File: src/rtl/nand_seq_pkg.sv
package nand_seq_pkg;

    // Layout of the command register
    typedef struct packed {
        logic        busy;        // 31
        logic        irq_en;      // 30
        logic        rsv;         // 29
        logic [4:0]  amask;       // 28:24
        logic [7:0]  opcode;      // 23:16
        logic        wait_rdy;    // 15
        logic        to_nand;     // 14
        logic        from_nand;   // 13
        logic        spare_split; // 12
        logic [11:0] nbytes;      // 11:0
    } nand_cmd_t;

    typedef enum logic [2:0] {
        PH_IDLE,
        PH_OPC,
        PH_ADR,
        PH_RDY,
        PH_XFER
    } phase_e;

    localparam logic [31:0] CLEAR_WORD = 32'h7FFF_FFFF;

    localparam logic [2:0] RA_CMD   = 3'd0;
    localparam logic [2:0] RA_COL   = 3'd1;
    localparam logic [2:0] RA_ROW   = 3'd2;
    localparam logic [2:0] RA_DBASE = 3'd3;
    localparam logic [2:0] RA_SBASE = 3'd4;

    // Index of the lowest set bit of an address mask
    function automatic logic [2:0] lowest_set(input logic [4:0] m);
        logic [2:0] r;
        r = 3'd0;
        for (int i = 4; i >= 0; i--) begin
            if (m[i]) r = 3'(i);
        end
        return r;
    endfunction

    // Phase that follows the opcode or an address byte
    function automatic phase_e after_addr(input logic [4:0] rem, input logic wt,
                                          input logic [11:0] n);
        if (rem != 5'd0)     return PH_ADR;
        else if (wt)         return PH_RDY;
        else if (n != 12'd0) return PH_XFER;
        else                 return PH_IDLE;
    endfunction

endpackage

File: src/rtl/nand_seq_regs.sv
module nand_seq_regs
    import nand_seq_pkg::*;
#(
    parameter int BUF_AW = 12
) (
    input  logic              clk,
    input  logic              rst,
    input  logic              wr_en,
    input  logic [2:0]        addr,
    input  logic [31:0]       wdata,
    input  logic              done,
    output nand_cmd_t         cmd,
    output logic              start,
    output logic              abort,
    output logic [15:0]       col,
    output logic [23:0]       row,
    output logic [BUF_AW-1:0] dbase,
    output logic [BUF_AW-1:0] sbase,
    output logic [31:0]       rdata
);
    logic hit_cmd;

    assign hit_cmd = wr_en && (addr == RA_CMD);
    assign abort   = hit_cmd && (wdata == CLEAR_WORD);
    assign start   = hit_cmd && !cmd.busy && wdata[31];

    always_ff @(posedge clk) begin
        if (rst) begin
            cmd   <= '0;
            col   <= '0;
            row   <= '0;
            dbase <= '0;
            sbase <= '0;
        end else begin
            if (abort)                   cmd      <= nand_cmd_t'(wdata);
            else if (done)               cmd.busy <= 1'b0;
            else if (hit_cmd && !cmd.busy) cmd    <= nand_cmd_t'(wdata);
            if (wr_en && addr == RA_COL)   col   <= wdata[15:0];
            if (wr_en && addr == RA_ROW)   row   <= wdata[23:0];
            if (wr_en && addr == RA_DBASE) dbase <= wdata[BUF_AW-1:0];
            if (wr_en && addr == RA_SBASE) sbase <= wdata[BUF_AW-1:0];
        end
    end

    always_comb begin
        unique case (addr)
            RA_CMD:   rdata = cmd;
            RA_COL:   rdata = {16'd0, col};
            RA_ROW:   rdata = {8'd0, row};
            RA_DBASE: rdata = 32'(dbase);
            RA_SBASE: rdata = 32'(sbase);
            default:  rdata = 32'd0;
        endcase
    end
endmodule

File: src/rtl/nand_seq_strobe.sv
module nand_seq_strobe #(
    parameter int STROBE_LO = 1,
    parameter int STROBE_HI = 1
) (
    input  logic clk,
    input  logic rst,
    input  logic run,
    output logic low,
    output logic cap,
    output logic last
);
    localparam int TW = $clog2(STROBE_LO + STROBE_HI);
    localparam logic [TW-1:0] LO_V  = TW'(STROBE_LO);
    localparam logic [TW-1:0] CAP_V = TW'(STROBE_LO - 1);
    localparam logic [TW-1:0] END_V = TW'(STROBE_LO + STROBE_HI - 1);

    logic [TW-1:0] tcnt;

    always_ff @(posedge clk) begin
        if (rst || !run)   tcnt <= '0;
        else if (last)     tcnt <= '0;
        else               tcnt <= tcnt + 1'b1;
    end

    assign low  = run && (tcnt < LO_V);
    assign cap  = run && (tcnt == CAP_V);
    assign last = run && (tcnt == END_V);
endmodule

File: src/rtl/nand_seq_fsm.sv
module nand_seq_fsm
    import nand_seq_pkg::*;
#(
    parameter int PAGE_BYTES = 2048,
    parameter int BUF_AW     = 12
) (
    input  logic              clk,
    input  logic              rst,
    input  logic              start,
    input  logic              abort,
    input  logic [4:0]        start_mask,
    input  logic [7:0]        opcode,
    input  logic              wait_rdy,
    input  logic              to_nand,
    input  logic              from_nand,
    input  logic              spare_split,
    input  logic [11:0]       nbytes,
    input  logic [15:0]       col,
    input  logic [23:0]       row,
    input  logic [BUF_AW-1:0] dbase,
    input  logic [BUF_AW-1:0] sbase,
    input  logic              rb,
    input  logic [7:0]        dq_in,
    input  logic [7:0]        buf_rdata,
    input  logic              st_low,
    input  logic              st_cap,
    input  logic              st_last,
    output logic              run,
    output logic              done,
    output logic              ce_n,
    output logic              cle,
    output logic              ale,
    output logic              we_n,
    output logic              re_n,
    output logic [7:0]        dq_out,
    output logic              dq_oe,
    output logic [BUF_AW-1:0] buf_addr,
    output logic              buf_wr,
    output logic [7:0]        buf_wdata
);
    localparam logic [11:0] PAGE_B = 12'(PAGE_BYTES);

    phase_e      ph, ph_nx;
    logic [4:0]  rem, rem_nx;
    logic [11:0] idx;
    logic [2:0]  cur;
    logic        last_byte, wr_dir, drive, in_spare;
    logic [7:0]  abyte;

    always_comb begin
        cur       = lowest_set(rem);
        rem_nx    = (ph == PH_ADR) ? (rem & ~(5'd1 << cur)) : rem;
        last_byte = (idx == nbytes - 12'd1);
        ph_nx     = ph;
        unique case (ph)
            PH_OPC, PH_ADR: if (st_last) ph_nx = after_addr(rem_nx, wait_rdy, nbytes);
            PH_RDY:         if (rb) ph_nx = (nbytes != 12'd0) ? PH_XFER : PH_IDLE;
            PH_XFER:        if (st_last && last_byte) ph_nx = PH_IDLE;
            default:        ph_nx = PH_IDLE;
        endcase
        done = (ph != PH_IDLE) && (ph_nx == PH_IDLE) && !abort;
    end

    always_ff @(posedge clk) begin
        if (rst) begin
            ph  <= PH_IDLE;
            rem <= '0;
            idx <= '0;
        end else if (abort) begin
            ph <= PH_IDLE;
        end else if (start) begin
            ph  <= PH_OPC;
            rem <= start_mask;
            idx <= '0;
        end else begin
            ph <= ph_nx;
            if (ph == PH_ADR && st_last)  rem <= rem_nx;
            if (ph == PH_XFER && st_last) idx <= idx + 12'd1;
        end
    end

    always_comb begin
        unique case (cur)
            3'd0:    abyte = col[7:0];
            3'd1:    abyte = col[15:8];
            3'd2:    abyte = row[7:0];
            3'd3:    abyte = row[15:8];
            default: abyte = row[23:16];
        endcase
    end

    assign wr_dir   = to_nand && !from_nand;
    assign run      = (ph == PH_OPC) || (ph == PH_ADR) || (ph == PH_XFER);
    assign drive    = (ph == PH_OPC) || (ph == PH_ADR) || (ph == PH_XFER && wr_dir);
    assign ce_n     = (ph == PH_IDLE);
    assign cle      = (ph == PH_OPC);
    assign ale      = (ph == PH_ADR);
    assign we_n     = !(st_low && drive);
    assign re_n     = !(st_low && ph == PH_XFER && !wr_dir);
    assign dq_oe    = drive;
    assign dq_out   = (ph == PH_OPC) ? opcode :
                      (ph == PH_ADR) ? abyte  :
                      drive          ? buf_rdata : 8'd0;
    assign in_spare = spare_split && (idx >= PAGE_B);
    assign buf_addr = in_spare ? sbase + BUF_AW'(idx - PAGE_B) : dbase + BUF_AW'(idx);
    assign buf_wr   = (ph == PH_XFER) && !wr_dir && st_cap;
    assign buf_wdata = dq_in;
endmodule

File: src/rtl/nand_seq_core.sv
module nand_seq_core
    import nand_seq_pkg::*;
#(
    parameter int PAGE_BYTES = 2048,
    parameter int BUF_AW     = 12,
    parameter int STROBE_LO  = 1,
    parameter int STROBE_HI  = 1
) (
    input  logic              clk,
    input  logic              rst,
    input  logic              reg_wr_en,
    input  logic [2:0]        reg_addr,
    input  logic [31:0]       reg_wdata,
    output logic [31:0]       reg_rdata,
    output logic              irq,
    output logic              nand_ce_n,
    output logic              nand_cle,
    output logic              nand_ale,
    output logic              nand_we_n,
    output logic              nand_re_n,
    output logic [7:0]        nand_dq_out,
    output logic              nand_dq_oe,
    input  logic [7:0]        nand_dq_in,
    input  logic              nand_rb,
    output logic [BUF_AW-1:0] buf_addr,
    output logic              buf_wr,
    output logic [7:0]        buf_wdata,
    input  logic [7:0]        buf_rdata
);
    nand_cmd_t         cmd;
    logic              start, abort, done, busy;
    logic [15:0]       col;
    logic [23:0]       row;
    logic [BUF_AW-1:0] dbase, sbase;
    logic              run, st_low, st_cap, st_last;
    nand_cmd_t         start_word;

    assign start_word = nand_cmd_t'(reg_wdata);
    assign busy       = cmd.busy;

    nand_seq_regs #(.BUF_AW(BUF_AW)) u_regs (
        .clk(clk), .rst(rst), .wr_en(reg_wr_en), .addr(reg_addr), .wdata(reg_wdata),
        .done(done), .cmd(cmd), .start(start), .abort(abort), .col(col), .row(row),
        .dbase(dbase), .sbase(sbase), .rdata(reg_rdata)
    );

    nand_seq_strobe #(.STROBE_LO(STROBE_LO), .STROBE_HI(STROBE_HI)) u_strobe (
        .clk(clk), .rst(rst), .run(run), .low(st_low), .cap(st_cap), .last(st_last)
    );

    nand_seq_fsm #(.PAGE_BYTES(PAGE_BYTES), .BUF_AW(BUF_AW)) u_fsm (
        .clk(clk), .rst(rst), .start(start), .abort(abort), .start_mask(start_word.amask),
        .opcode(cmd.opcode), .wait_rdy(cmd.wait_rdy), .to_nand(cmd.to_nand),
        .from_nand(cmd.from_nand), .spare_split(cmd.spare_split), .nbytes(cmd.nbytes),
        .col(col), .row(row), .dbase(dbase), .sbase(sbase), .rb(nand_rb),
        .dq_in(nand_dq_in), .buf_rdata(buf_rdata), .st_low(st_low), .st_cap(st_cap),
        .st_last(st_last), .run(run), .done(done), .ce_n(nand_ce_n), .cle(nand_cle),
        .ale(nand_ale), .we_n(nand_we_n), .re_n(nand_re_n), .dq_out(nand_dq_out),
        .dq_oe(nand_dq_oe), .buf_addr(buf_addr), .buf_wr(buf_wr), .buf_wdata(buf_wdata)
    );

    always_ff @(posedge clk) begin
        if (rst) irq <= 1'b0;
        else     irq <= done && cmd.irq_en;
    end
endmodule

File: config.mk
export PLATFORM = sky130hd
export DESIGN_NAME = nand_seq_core
export DESIGN_NICKNAME = d
export VERILOG_FILES = /design/src/rtl/nand_seq_pkg.sv /design/src/rtl/nand_seq_regs.sv /design/src/rtl/nand_seq_strobe.sv /design/src/rtl/nand_seq_fsm.sv /design/src/rtl/nand_seq_core.sv
export SDC_FILE = /design/constraint.sdc
export NUM_CORES = 1
export LEC_CHECK = 0
export BUFFER_PORTS_ARGS = -buffer_cell sky130_fd_sc_hd__clkbuf_2
export CORE_MARGIN = 2
export CORE_UTILIZATION = 60
export DETAILED_ROUTE_END_ITERATION = 8
export PLACE_DENSITY = 0.82
export SYNTH_ARGS = -nofsm -noshare
export SYNTH_HDL_FRONTEND = slang
export SYNTH_SLANG_ARGS = --single-unit
export TNS_END_PERCENT = 30
File: constraint.sdc
create_clock -name clk -period 5.4 [get_ports clk]
set_input_delay 1.08 -clock clk [delete_from_list [all_inputs] [get_ports clk]]
set_output_delay 1.08 -clock clk [all_outputs]
set_load 0.03 [all_outputs]
==> impl_results.rst <==
.. list-table::
   :header-rows: 1

   * - Metric
     - Value
   * - Area occupied by registers
     - 2360 um2
   * - CTS sink count
     - approximately 120
   * - Required time worst endpoint
     - about 4.3 ns
   * - Clock network fraction of total power
     - between 40 and 50%
   * - Number of global-route vias before repair
     - 6723
   * - Combined area of the multi-input logic cells
     - between 4000 and 5000 um2
   * - Final weighted congestion in routability-driven placement
     - between 0.9 and 1
   * - Number of cells upsized or downsized after cts
     - 0
   * - Number of antenna violations at the first check in global routing
     - 0
   * - Critical path startpoint category
     - register
   * - Synthesized netlist cell count
     - 988
   * - Clock tree from TritonCTS
     - built
   * - DR DRC count
     - 0
   * - Post-synthesis instance area
     - ~7600 um2
   * - Dominant synthesized flop cell
     - dfxtp_1
   * - IR drop worst, VDD
     - between 0.2 and 0.25 mV
   * - HPWL after detailed placement
     - 16.1 mm
   * - Number of synthesized flops with an enable pin
     - 0
   * - TritonRoute pass-1 iters
     - 5
   * - Synthesis Warnings
     - 0
   * - Master cell of the clock root buffer
     - clkbuf_16
   * - RSZ-0062 raised after global routing
     - no
   * - Cts bufs inserted
     - 17
   * - Status
     - completed
   * - Die Y
     - around 120 um
   * - Max-cap violations
     - 0
   * - Synth-to-layout area growth
     - 13.9%
   * - Number of nets in the synthesized netlist
     - 1080
   * - Mean routed wirelength per cell
     - 18.0 um
   * - Number of endpoints with negative hold slack in the final report
     - 0
   * - I/O Buffers
     - 106
   * - Die Footprint
     - ~14000 um2
   * - Category of the worst setup path capture point
     - output port
   * - Avg Inst Size Synth
     - 7.66 um2
   * - DR iter-0 viols
     - between 700 and 800
   * - Area after DPL
     - just over 8000 um2
   * - Final layout net count
     - approximately 1100
   * - Wirelength, routed
     - roughly 22 mm
   * - Clock network latency to the later pin of the worst-skew pair
     - about 0.42 ns
   * - Final core utilization
     - roughly 69%
   * - Bufs on Longest Clock Path
     - 2
   * - Area of the core
     - between 10000 and 15000 um2
   * - Global-route congestion overflow total
     - 0
   * - Pre-CTS setup slack
     - 1.12 ns
   * - PnR worst setup slack
     - between 0.6 and 0.7 ns
   * - Wire length of the first global-routing pass
     - between 30 and 40 mm
   * - Sum of negative setup slack
     - 0 ns
   * - Part of the power in registers
     - 41.4%
   * - GRT Total Usage
     - approximately a third
   * - Number of hold buffers added after cts
     - 0
   * - Post-CTS Setup Inserts
     - 0
   * - Vias after detailed routing
     - ~7500
   * - Transition time at the pin with the least slew margin
     - between 1 and 1.5 ns
   * - Fraction of layout instances using a drive strength above 1
     - 14.3%
   * - Critical Setup Path Class
     - register to output port
   * - Critical-path maximum fanout
     - 6
   * - Psw
     - around 0.53 mW
   * - Peak clock frequency supported by timing
     - 211 MHz
   * - Starting Density
     - 60.7%
   * - Worst slew margin relative to its limit
     - a little under a quarter
   * - Worst min path class
     - register to register
   * - Max-slew violation count
     - 0
   * - Fill cells
     - about 1100
   * - Largest net degree at the start of global routing
     - between 80 and 90
   * - Final Instance Area
     - 8620 um2
   * - Total power per unit cell area
     - roughly 250 nW/um2
   * - Leakage component of the power
     - 3.69 nW
   * - Die extent in x
     - between 100 and 150 um
   * - Combinational Power Share
     - 8.6%
   * - Sw frac
     - roughly 24%
   * - Final Cycle Share
     - around 90%
   * - Number of setup violations in the final report
     - 0
   * - Number of synthesized register bits
     - around 120
   * - Cell row count
     - between 40 and 50
   * - Design internal power
     - between 1.5 and 2 mW
   * - Largest clock skew in the final design
     - around 0.0055 ns
   * - Count of distinct cell types in the synthesized netlist
     - between 60 and 70
   * - Post-synthesis async set-or-reset flop share
     - 0%
   * - Final critical path time including I/O delays and setup
     - 4.73 ns
   * - Data arrival time of the worst path
     - approximately 3.7 ns
   * - Number of nets with antenna violations after routing
     - 0
   * - Sequential-to-total area share from yosys stat
     - about 31%
   * - Top-level I/O count
     - 123
   * - CTS H-tree lvls
     - 4
   * - CTS clock-pin slew for the worst setup and hold paths
     - about 0.050 ns
   * - Vias per std cell
     - between 6 and 7
   * - Antenna Cells
     - 0
[worst max-delay path, stage by stage (launching register included)]
cell,delay [ns]
dfxtp_1,0.47
ha_1,0.29
ha_1,0.22
fa_1,0.41
a21o_1,0.18
a21oi_1,0.22
o21ai_0,0.18
o41ai_1,0.44
o21ai_0,0.20
xnor2_1,0.17
o21ai_0,0.08
o22ai_1,0.14
clkbuf_2,0.23
[cell families after synthesis]
| logic type | Yosys count | synth area share, % |
|---|---|---|
| and+or+nand+nor | 415 | 26.2 |
| AOI/OAI and AO/OA | 236 | 19.2 |
| DFF | 118 | 31.2 |
| buffers and inverters | 88 | 5.41 |
| muxes | 51 | 6.76 |
| xor gates and xnor gates | 43 | 4.98 |
| adders and majority gates | 37 | 6.32 |
[final timing paths]
check / startpoint / end / slack [ns] / cells past startpoint
worst min-delay path: u_regs.cmd[30] / irq / 0.45 / 2
worst min register to register: u_regs.cmd[30] / irq / 0.45 / 2
worst max-delay path: u_fsm.idx[1] / buf_addr[11] / 0.67 / 12
worst max register to register: u_fsm.ph[1] / u_regs.cmd[13] / 1.71 / 9
[cell usage in the layout, fill, tap and decap left out, drive strengths merged, types with 4 or more instances in the layout]
cell    count
inv        22
buf         9
nor3b       5
nor3       13
dfxtp     118
mux2i      50
clkbuf    131
o22ai       4
ha         35
a221o      12
xor2       20
nand3      12
nand2     195
nor4        5
xnor2      23
a21o        8
or3         6
a21oi     120
a22o        8
nand4       9
a221oi      9
and3        5
nor2b       5
nor2       63
nand2b     68
and2       10
o21ai      49
[power by group through the flow]
stage                     combinational, mW  clock [mW]  sequential [mW]
after floorplan                       0.138           0            0.916
after global placement                0.182           0            0.925
after detailed placement              0.184           0            0.925
after CTS                             0.186        1.09            0.908
after global routing                  0.204        1.13            0.910
final                                 0.189        1.10            0.909
[synth_stat cells (20+ instances only)]
| master | instances | area, um2 |
|---|---|---|
| o21ai_0 | 47 | 235 |
| nor2_1 | 63 | 236 |
| xnor2_1 | 23 | 201 |
| dfxtp_1 | 118 | 2360 |
| mux2i_1 | 50 | 500 |
| xor2_1 | 20 | 175 |
| inv_1 | 22 | 82.6 |
| a21oi_1 | 120 | 601 |
| clkbuf_1 | 53 | 199 |
| nand2_1 | 195 | 732 |
| ha_1 | 35 | 438 |
| nand2b_1 | 68 | 425 |
[flip-flops by register name, indices dropped and copies added, names as in the netlist]
name,cells
u_regs.dbase,12
u_regs.col,16
u_fsm.rem,5
irq,1
u_strobe.tcnt,1
u_regs.row,24
u_regs.cmd,32
u_fsm.idx,12
u_regs.sbase,12
u_fsm.ph,3
[layer usage]
layer	up-vias	track usage, %	part of all wire [%]	wire length [um]
met2	394	52.5	45	10100
met1	3521	44.8	41	9190
met4	0	12.9	3.6	798
li1	3557	-	-	-
met5	-	0	0	0
met3	67	7.47	9.8	2180
[cell type report]
cell class / instances / area share (%)
Sequential cell: 118 / 27.4
Timing Repair Buffer: 114 / 6.88
Clock inverter: 4 / 0.813
Clock buffer: 26 / 5.68
Inverter: 22 / 0.958
Tap cell: 172 / 2.50
Multi-Input combinational cell: 782 / 55.8
[metrics by stage]
stage,total power [mW],hold WS [ns],std cells
after floorplan,1.05,0.419,988
after global placement,1.11,0.436,1208
after detailed placement,1.11,0.438,1208
after CTS,2.18,0.445,1238
after global routing,2.24,0.485,1238
final,2.19,0.445,1238
(Power assumes the default switching activity.)
